$ cat config.mk
export PLATFORM = sky130hd
export DESIGN_NAME = mpc_sequencer
export DESIGN_NICKNAME = d
export VERILOG_FILES = /design/src/rtl/mpc_pkg.sv /design/src/rtl/mpc_start_table.sv /design/src/rtl/mpc_ctrl_store.sv /design/src/rtl/mpc_next_addr.sv /design/src/rtl/mpc_sequencer.sv
export SDC_FILE = /design/constraint.sdc
export NUM_CORES = 1
export LEC_CHECK = 0
export BUFFER_PORTS_ARGS = -buffer_cell sky130_fd_sc_hd__buf_4
export CAP_MARGIN = 20
export CORE_AREA = 2 2 48 50
export CTS_CLUSTER_SIZE = 40
export DETAILED_ROUTE_END_ITERATION = 8
export DIE_AREA = 0 0 50 52
export PLACE_DENSITY = 0.73
export SYNTH_ARGS = -nofsm -noshare
export SYNTH_HDL_FRONTEND = slang
export SYNTH_SLANG_ARGS = --single-unit
$ cat constraint.sdc
create_clock -name clk -period 2.2 [get_ports clk]
set_input_delay 0.33 -clock clk [delete_from_list [all_inputs] [get_ports clk]]
set_output_delay 0.33 -clock clk [all_outputs]
set_load 0.1 [all_outputs]
$ cat src/rtl/mpc_pkg.sv
`timescale 1ns/1ps
package mpc_pkg;

    localparam int CW_W      = 24;
    localparam int TAG_W     = 6;
    localparam int OPC_TAG_W = 3;
    localparam int SPARE_W   = CW_W - 3 - OPC_TAG_W - TAG_W;

    // Field order matters: the sequencer decodes the top two bits.
    typedef struct packed {
        logic                 end_step;
        logic                 wait_mem;
        logic                 sel_four;
        logic [SPARE_W-1:0]   spare;
        logic [OPC_TAG_W-1:0] opc_tag;
        logic [TAG_W-1:0]     addr_tag;
    } cword_t;

    typedef enum logic [1:0] {
        NX_LOAD,
        NX_HOME,
        NX_HOLD,
        NX_STEP
    } nxt_sel_e;

    function automatic int routine_len(input int k);
        return (k % 4) + 2;
    endfunction

    // Content rule of the control store.
    function automatic cword_t store_word(input int addr, input int fetch_len,
                                          input int span, input int n_opc);
        cword_t w;
        int rel;
        int k;
        int off;
        w = '0;
        w.addr_tag = TAG_W'(addr);
        if (addr < fetch_len) begin
            w.sel_four = (addr == 0);
            w.wait_mem = (addr == 1);
        end else begin
            rel = addr - fetch_len;
            k   = rel / span;
            off = rel % span;
            if (k >= n_opc || off >= routine_len(k)) begin
                w.end_step = 1'b1;
            end else begin
                w.opc_tag  = OPC_TAG_W'(k);
                w.wait_mem = ((k % 2) == 1) && (off == 1);
                w.end_step = (off == routine_len(k) - 1);
            end
        end
        return w;
    endfunction

endpackage

$ cat src/rtl/mpc_start_table.sv
`timescale 1ns/1ps
module mpc_start_table #(
    parameter int ADDR_W    = 6,
    parameter int OPC_W     = 3,
    parameter int FETCH_LEN = 3,
    parameter int SPAN      = 7
) (
    input  logic [OPC_W-1:0]  opcode,
    output logic [ADDR_W-1:0] start_addr
);
    localparam int N_OPC = 1 << OPC_W;

    logic [ADDR_W-1:0] table_q [N_OPC];

    for (genvar g = 0; g < N_OPC; g++) begin : g_entry
        assign table_q[g] = ADDR_W'(FETCH_LEN + g * SPAN);
    end

    assign start_addr = table_q[opcode];
endmodule

$ cat src/rtl/mpc_ctrl_store.sv
`timescale 1ns/1ps
module mpc_ctrl_store
    import mpc_pkg::*;
#(
    parameter int ADDR_W    = 6,
    parameter int FETCH_LEN = 3,
    parameter int SPAN      = 7,
    parameter int N_OPC     = 8
) (
    input  logic [ADDR_W-1:0] addr,
    output cword_t            word
);
    localparam int DEPTH = 1 << ADDR_W;

    cword_t rom [DEPTH];

    for (genvar g = 0; g < DEPTH; g++) begin : g_word
        assign rom[g] = store_word(g, FETCH_LEN, SPAN, N_OPC);
    end

    assign word = rom[addr];
endmodule

$ cat src/rtl/mpc_next_addr.sv
`timescale 1ns/1ps
module mpc_next_addr
    import mpc_pkg::*;
#(
    parameter int ADDR_W = 6
) (
    input  logic [ADDR_W-1:0] cur_addr,
    input  cword_t            cur_word,
    input  logic              ir_load,
    input  logic [ADDR_W-1:0] start_addr,
    input  logic              mfc_in,
    output logic [ADDR_W-1:0] nxt_addr,
    output nxt_sel_e          nxt_sel
);
    always_comb begin
        if (ir_load)
            nxt_sel = NX_LOAD;
        else if (cur_word.end_step)
            nxt_sel = NX_HOME;
        else if (cur_word.wait_mem && !mfc_in)
            nxt_sel = NX_HOLD;
        else
            nxt_sel = NX_STEP;
    end

    always_comb begin
        unique case (nxt_sel)
            NX_LOAD: nxt_addr = start_addr;
            NX_HOME: nxt_addr = '0;
            NX_HOLD: nxt_addr = cur_addr;
            default: nxt_addr = cur_addr + ADDR_W'(1);
        endcase
    end
endmodule

$ cat src/rtl/mpc_sequencer.sv
`timescale 1ns/1ps
module mpc_sequencer
    import mpc_pkg::*;
#(
    parameter int ADDR_W    = 6,
    parameter int OPC_W     = 3,
    parameter int FETCH_LEN = 3,
    parameter int SPAN      = 7
) (
    input  logic                    clk,
    input  logic                    rst,
    input  logic                    ir_load,
    input  logic [OPC_W-1:0]        opcode,
    input  logic                    mfc_in,
    output logic [mpc_pkg::CW_W-1:0] ctrl_word
);
    localparam int N_OPC = 1 << OPC_W;

    logic [ADDR_W-1:0] upc_q;
    cword_t            cw_q;
    logic [ADDR_W-1:0] start_addr;
    logic [ADDR_W-1:0] nxt_addr;
    logic [ADDR_W-1:0] rd_addr;
    nxt_sel_e          nxt_sel;
    cword_t            rd_word;

    mpc_start_table #(
        .ADDR_W(ADDR_W), .OPC_W(OPC_W), .FETCH_LEN(FETCH_LEN), .SPAN(SPAN)
    ) u_start (
        .opcode    (opcode),
        .start_addr(start_addr)
    );

    mpc_next_addr #(.ADDR_W(ADDR_W)) u_next (
        .cur_addr  (upc_q),
        .cur_word  (cw_q),
        .ir_load   (ir_load),
        .start_addr(start_addr),
        .mfc_in    (mfc_in),
        .nxt_addr  (nxt_addr),
        .nxt_sel   (nxt_sel)
    );

    assign rd_addr = rst ? '0 : nxt_addr;

    mpc_ctrl_store #(
        .ADDR_W(ADDR_W), .FETCH_LEN(FETCH_LEN), .SPAN(SPAN), .N_OPC(N_OPC)
    ) u_store (
        .addr(rd_addr),
        .word(rd_word)
    );

    always_ff @(posedge clk) begin
        upc_q <= rd_addr;
        cw_q  <= rd_word;
    end

    assign ctrl_word = cw_q;

    logic unused_sel;
    assign unused_sel = ^nxt_sel;
endmodule

==> results.json <==
{
  "postCtsSetupRepairBufs": 0,
  "rsz0062_at_grt": "no",
  "ys_ff_latch": 12,
  "power.internal_w": 0.0005281,
  "initialDrtViolationCount": 33,
  "worstPathMaxFanout": 13,
  "ys.flop_type": "dfxtp_1",
  "power_frac_clock": 0.148,
  "synth_area_um2": 950.9,
  "total_power_w": 0.001163,
  "cts.reportedPaths.clkPinSlew_ns": 0.08,
  "synthTopCellsByArea": "dfxtp_1 (25%), buf_4 (10%), a211oi_1 (3.2%)",
  "reg2regPathDepth": 6,
  "cellPowerDensity_nw_per_um2": 1029,
  "worstPathArrival_ns": 2.19,
  "die_x_um": 50,
  "die_h_um": 52,
  "holdPathStages": 4,
  "grt_max_degree": 14,
  "setup_slack_ns": 0.1884,
  "clkLatencyLatePin_ns": 0.27,
  "cts_max_level": 1,
  "synthCells": 113,
  "die_area_um2": 2600,
  "place_area_um2": 1095,
  "cp-end-kind": "register",
  "clk_path_buf_depth": 2,
  "hold_class": "in -> reg",
  "postSynthAreaPerCell_um2": 8.415,
  "synth_enable_flop_cells": 0,
  "layout-drive-gt1-share": 0.3456,
  "via_count": 900,
  "p_sw_frac": 0.5460,
  "p_seq_frac": 0.255,
  "num_antenna_cells": 0,
  "first_pass_iters": 4,
  "num_rows": 17,
  "layout.cells.non_filler": 164,
  "viasPerCell": 5.488,
  "gp_congestion": 0.8844,
  "period_needed_ns": 2.012,
  "synthArstFlopShare": 0,
  "ys_seq_area_frac": 0.2526,
  "post-synth-top-count-cell": "buf_4",
  "holdWs_ns": 0.4158,
  "port_buffers": 18,
  "finalClockSkew_ns": 0.005800,
  "synth_top_cell_area_share": 0.2526,
  "p_comb_frac": 0.597,
  "critPathKind": "reg -> reg",
  "switching_power_w": 0.0006353,
  "wirelength_um": 2042,
  "grtUsageTotal": 0.1679,
  "finalCritPeriodShare": 0.9144,
  "cts_root_buffer": "clkbuf_4",
  "dp.cells": 160,
  "clock_sinks": 12,
  "setup_violations": 0,
  "cts_buffers": 3,
  "leakagePower_nw": 0.4875,
  "max_cap_violations": 0,
  "synth.top_cells.by_count": "buf_4 (13), dfxtp_1 (12), nand2_1 (7), nor2_1 (7)",
  "peakVddDrop_mv": 0.4142,
  "cts_tree": "yes",
  "ant_nets": 0,
  "grt.overflow.total": 0,
  "cp_data_required_time_ns": 2.37,
  "max_freq_mhz": 497.1,
  "syn_to_final_growth_pct": 18.95,
  "finalInstanceArea_um2": 1131,
  "ys_types": 53,
  "hold_buffers": 0,
  "grt_pass1_wl_um": 3387,
  "dp_slack_ns": 0.05255,
  "hpwl_um": 1637,
  "grt_pass1_vias": 753,
  "drv_slew": 0,
  "start_kind": "register",
  "core_area_um2": 2106,
  "yosysWarnings": 0,
  "fillers": 208,
  "ioPinCount": 31,
  "drc": 0,
  "hold_viol_final": 0,
  "cts.repair.resized": 0,
  "synth_top_area_cell": "dfxtp_1",
  "wl_per_cell_um": 12.45,
  "outcome": "finished, final reports clean",
  "antenna_found_initial": 0,
  "layout.nets": 146,
  "initial_core_util": 0.4516
}
## sequential cells by signal, indices dropped and copies added, names as in the netlist
signal,flops
ctrl_word,7
upc_q,5
## placed cells by master (no fill, tap or decap), types with 2 or more instances in the layout
master	count
conb_1	12
buf_4	23
o2bb2ai_1	2
and2_2	2
nand3_1	5
inv_1	5
o211ai_1	2
o21ai_0	3
a22oi_2	2
ha_1	2
nand2_1	7
xnor2_1	3
nor3_1	4
nor2_1	7
dfxtp_1	5
a211oi_1	4
dfxtp_2	7
a31oi_1	2
nor2b_1	2
clkbuf_4	3
## cell type report
cell class | instances | area (um2) | area share
sequential | 12 | 249.0 | 0.2201
timing repair buffer | 23 | 172.7 | 0.1527
inverter | 6 | 27.53 | 0.02434
clock buffer | 4 | 36.28 | 0.03208
tap | 28 | 35.03 | 0.03097
multi-input combinational | 91 | 610.6 | 0.5398
## power by group through the flow
stage,Combinational [W],Clock (W),Sequential [W]
5_1_grt,0.000728,0.000183,0.000304
3_5_place_dp,0.000692,0,0.000303
6_report,0.000695,0.000172,0.000297
4_1_cts,0.000693,0.000176,0.000298
3_3_place_gp,0.000687,0,0.000301
2_1_floorplan,0.000310,0,0.000570
## stage by stage
stage / utilization / TNS [ns]
floorplan: - / -0.06064
finish: 0.5371 / 0
CTS: 0.5371 / 0
global route: 0.5371 / 0
detailed placement: 0.5199 / 0
global placement: 0.5199 / 0
## worst paths after layout
kind,start,to,slack (ns)
worst min-delay path,rst,upc_q[0]$_DFF_P_,0.42
worst max-delay path,ctrl_word[23]$_DFF_P_,ctrl_word[22]$_DFF_P_,0.19
worst max register to register,ctrl_word[23]$_DFF_P_,ctrl_word[22]$_DFF_P_,0.19
worst min register to register,upc_q[3]$_DFF_P_,upc_q[3]$_DFF_P_,0.79
## worst max-delay path: stages, from the launching register on
cell and delay [ns]:
dfxtp_2 0.34, or2_1 0.32, nor3_1 0.28, a22oi_2 0.09, and2_2 0.29, or4_1 0.48
o32ai_1 0.12
## metal layers
layer	wire length (um)	global-route usage	up-vias
met1	872	0.2110	413
met5	0	0	-
li1	-	-	443
met4	32	0.05093	0
met2	1006	0.2917	40
met3	131	0.02874	4
## cells by family after synthesis
| logic type | share of synthesized area |
|---|---|
| DFF | 0.2526 |
| and+or+nand+nor | 0.2421 |
| AOI/OAI and AO/OA | 0.2789 |
| xor gates and xnor gates | 0.03685 |
| buffers and inverters | 0.1487 |
| other | 0.003944 |
| muxes | 0.01053 |
| adders and majority gates | 0.02631 |
Note: power is estimated with default switching activity, not from simulation.
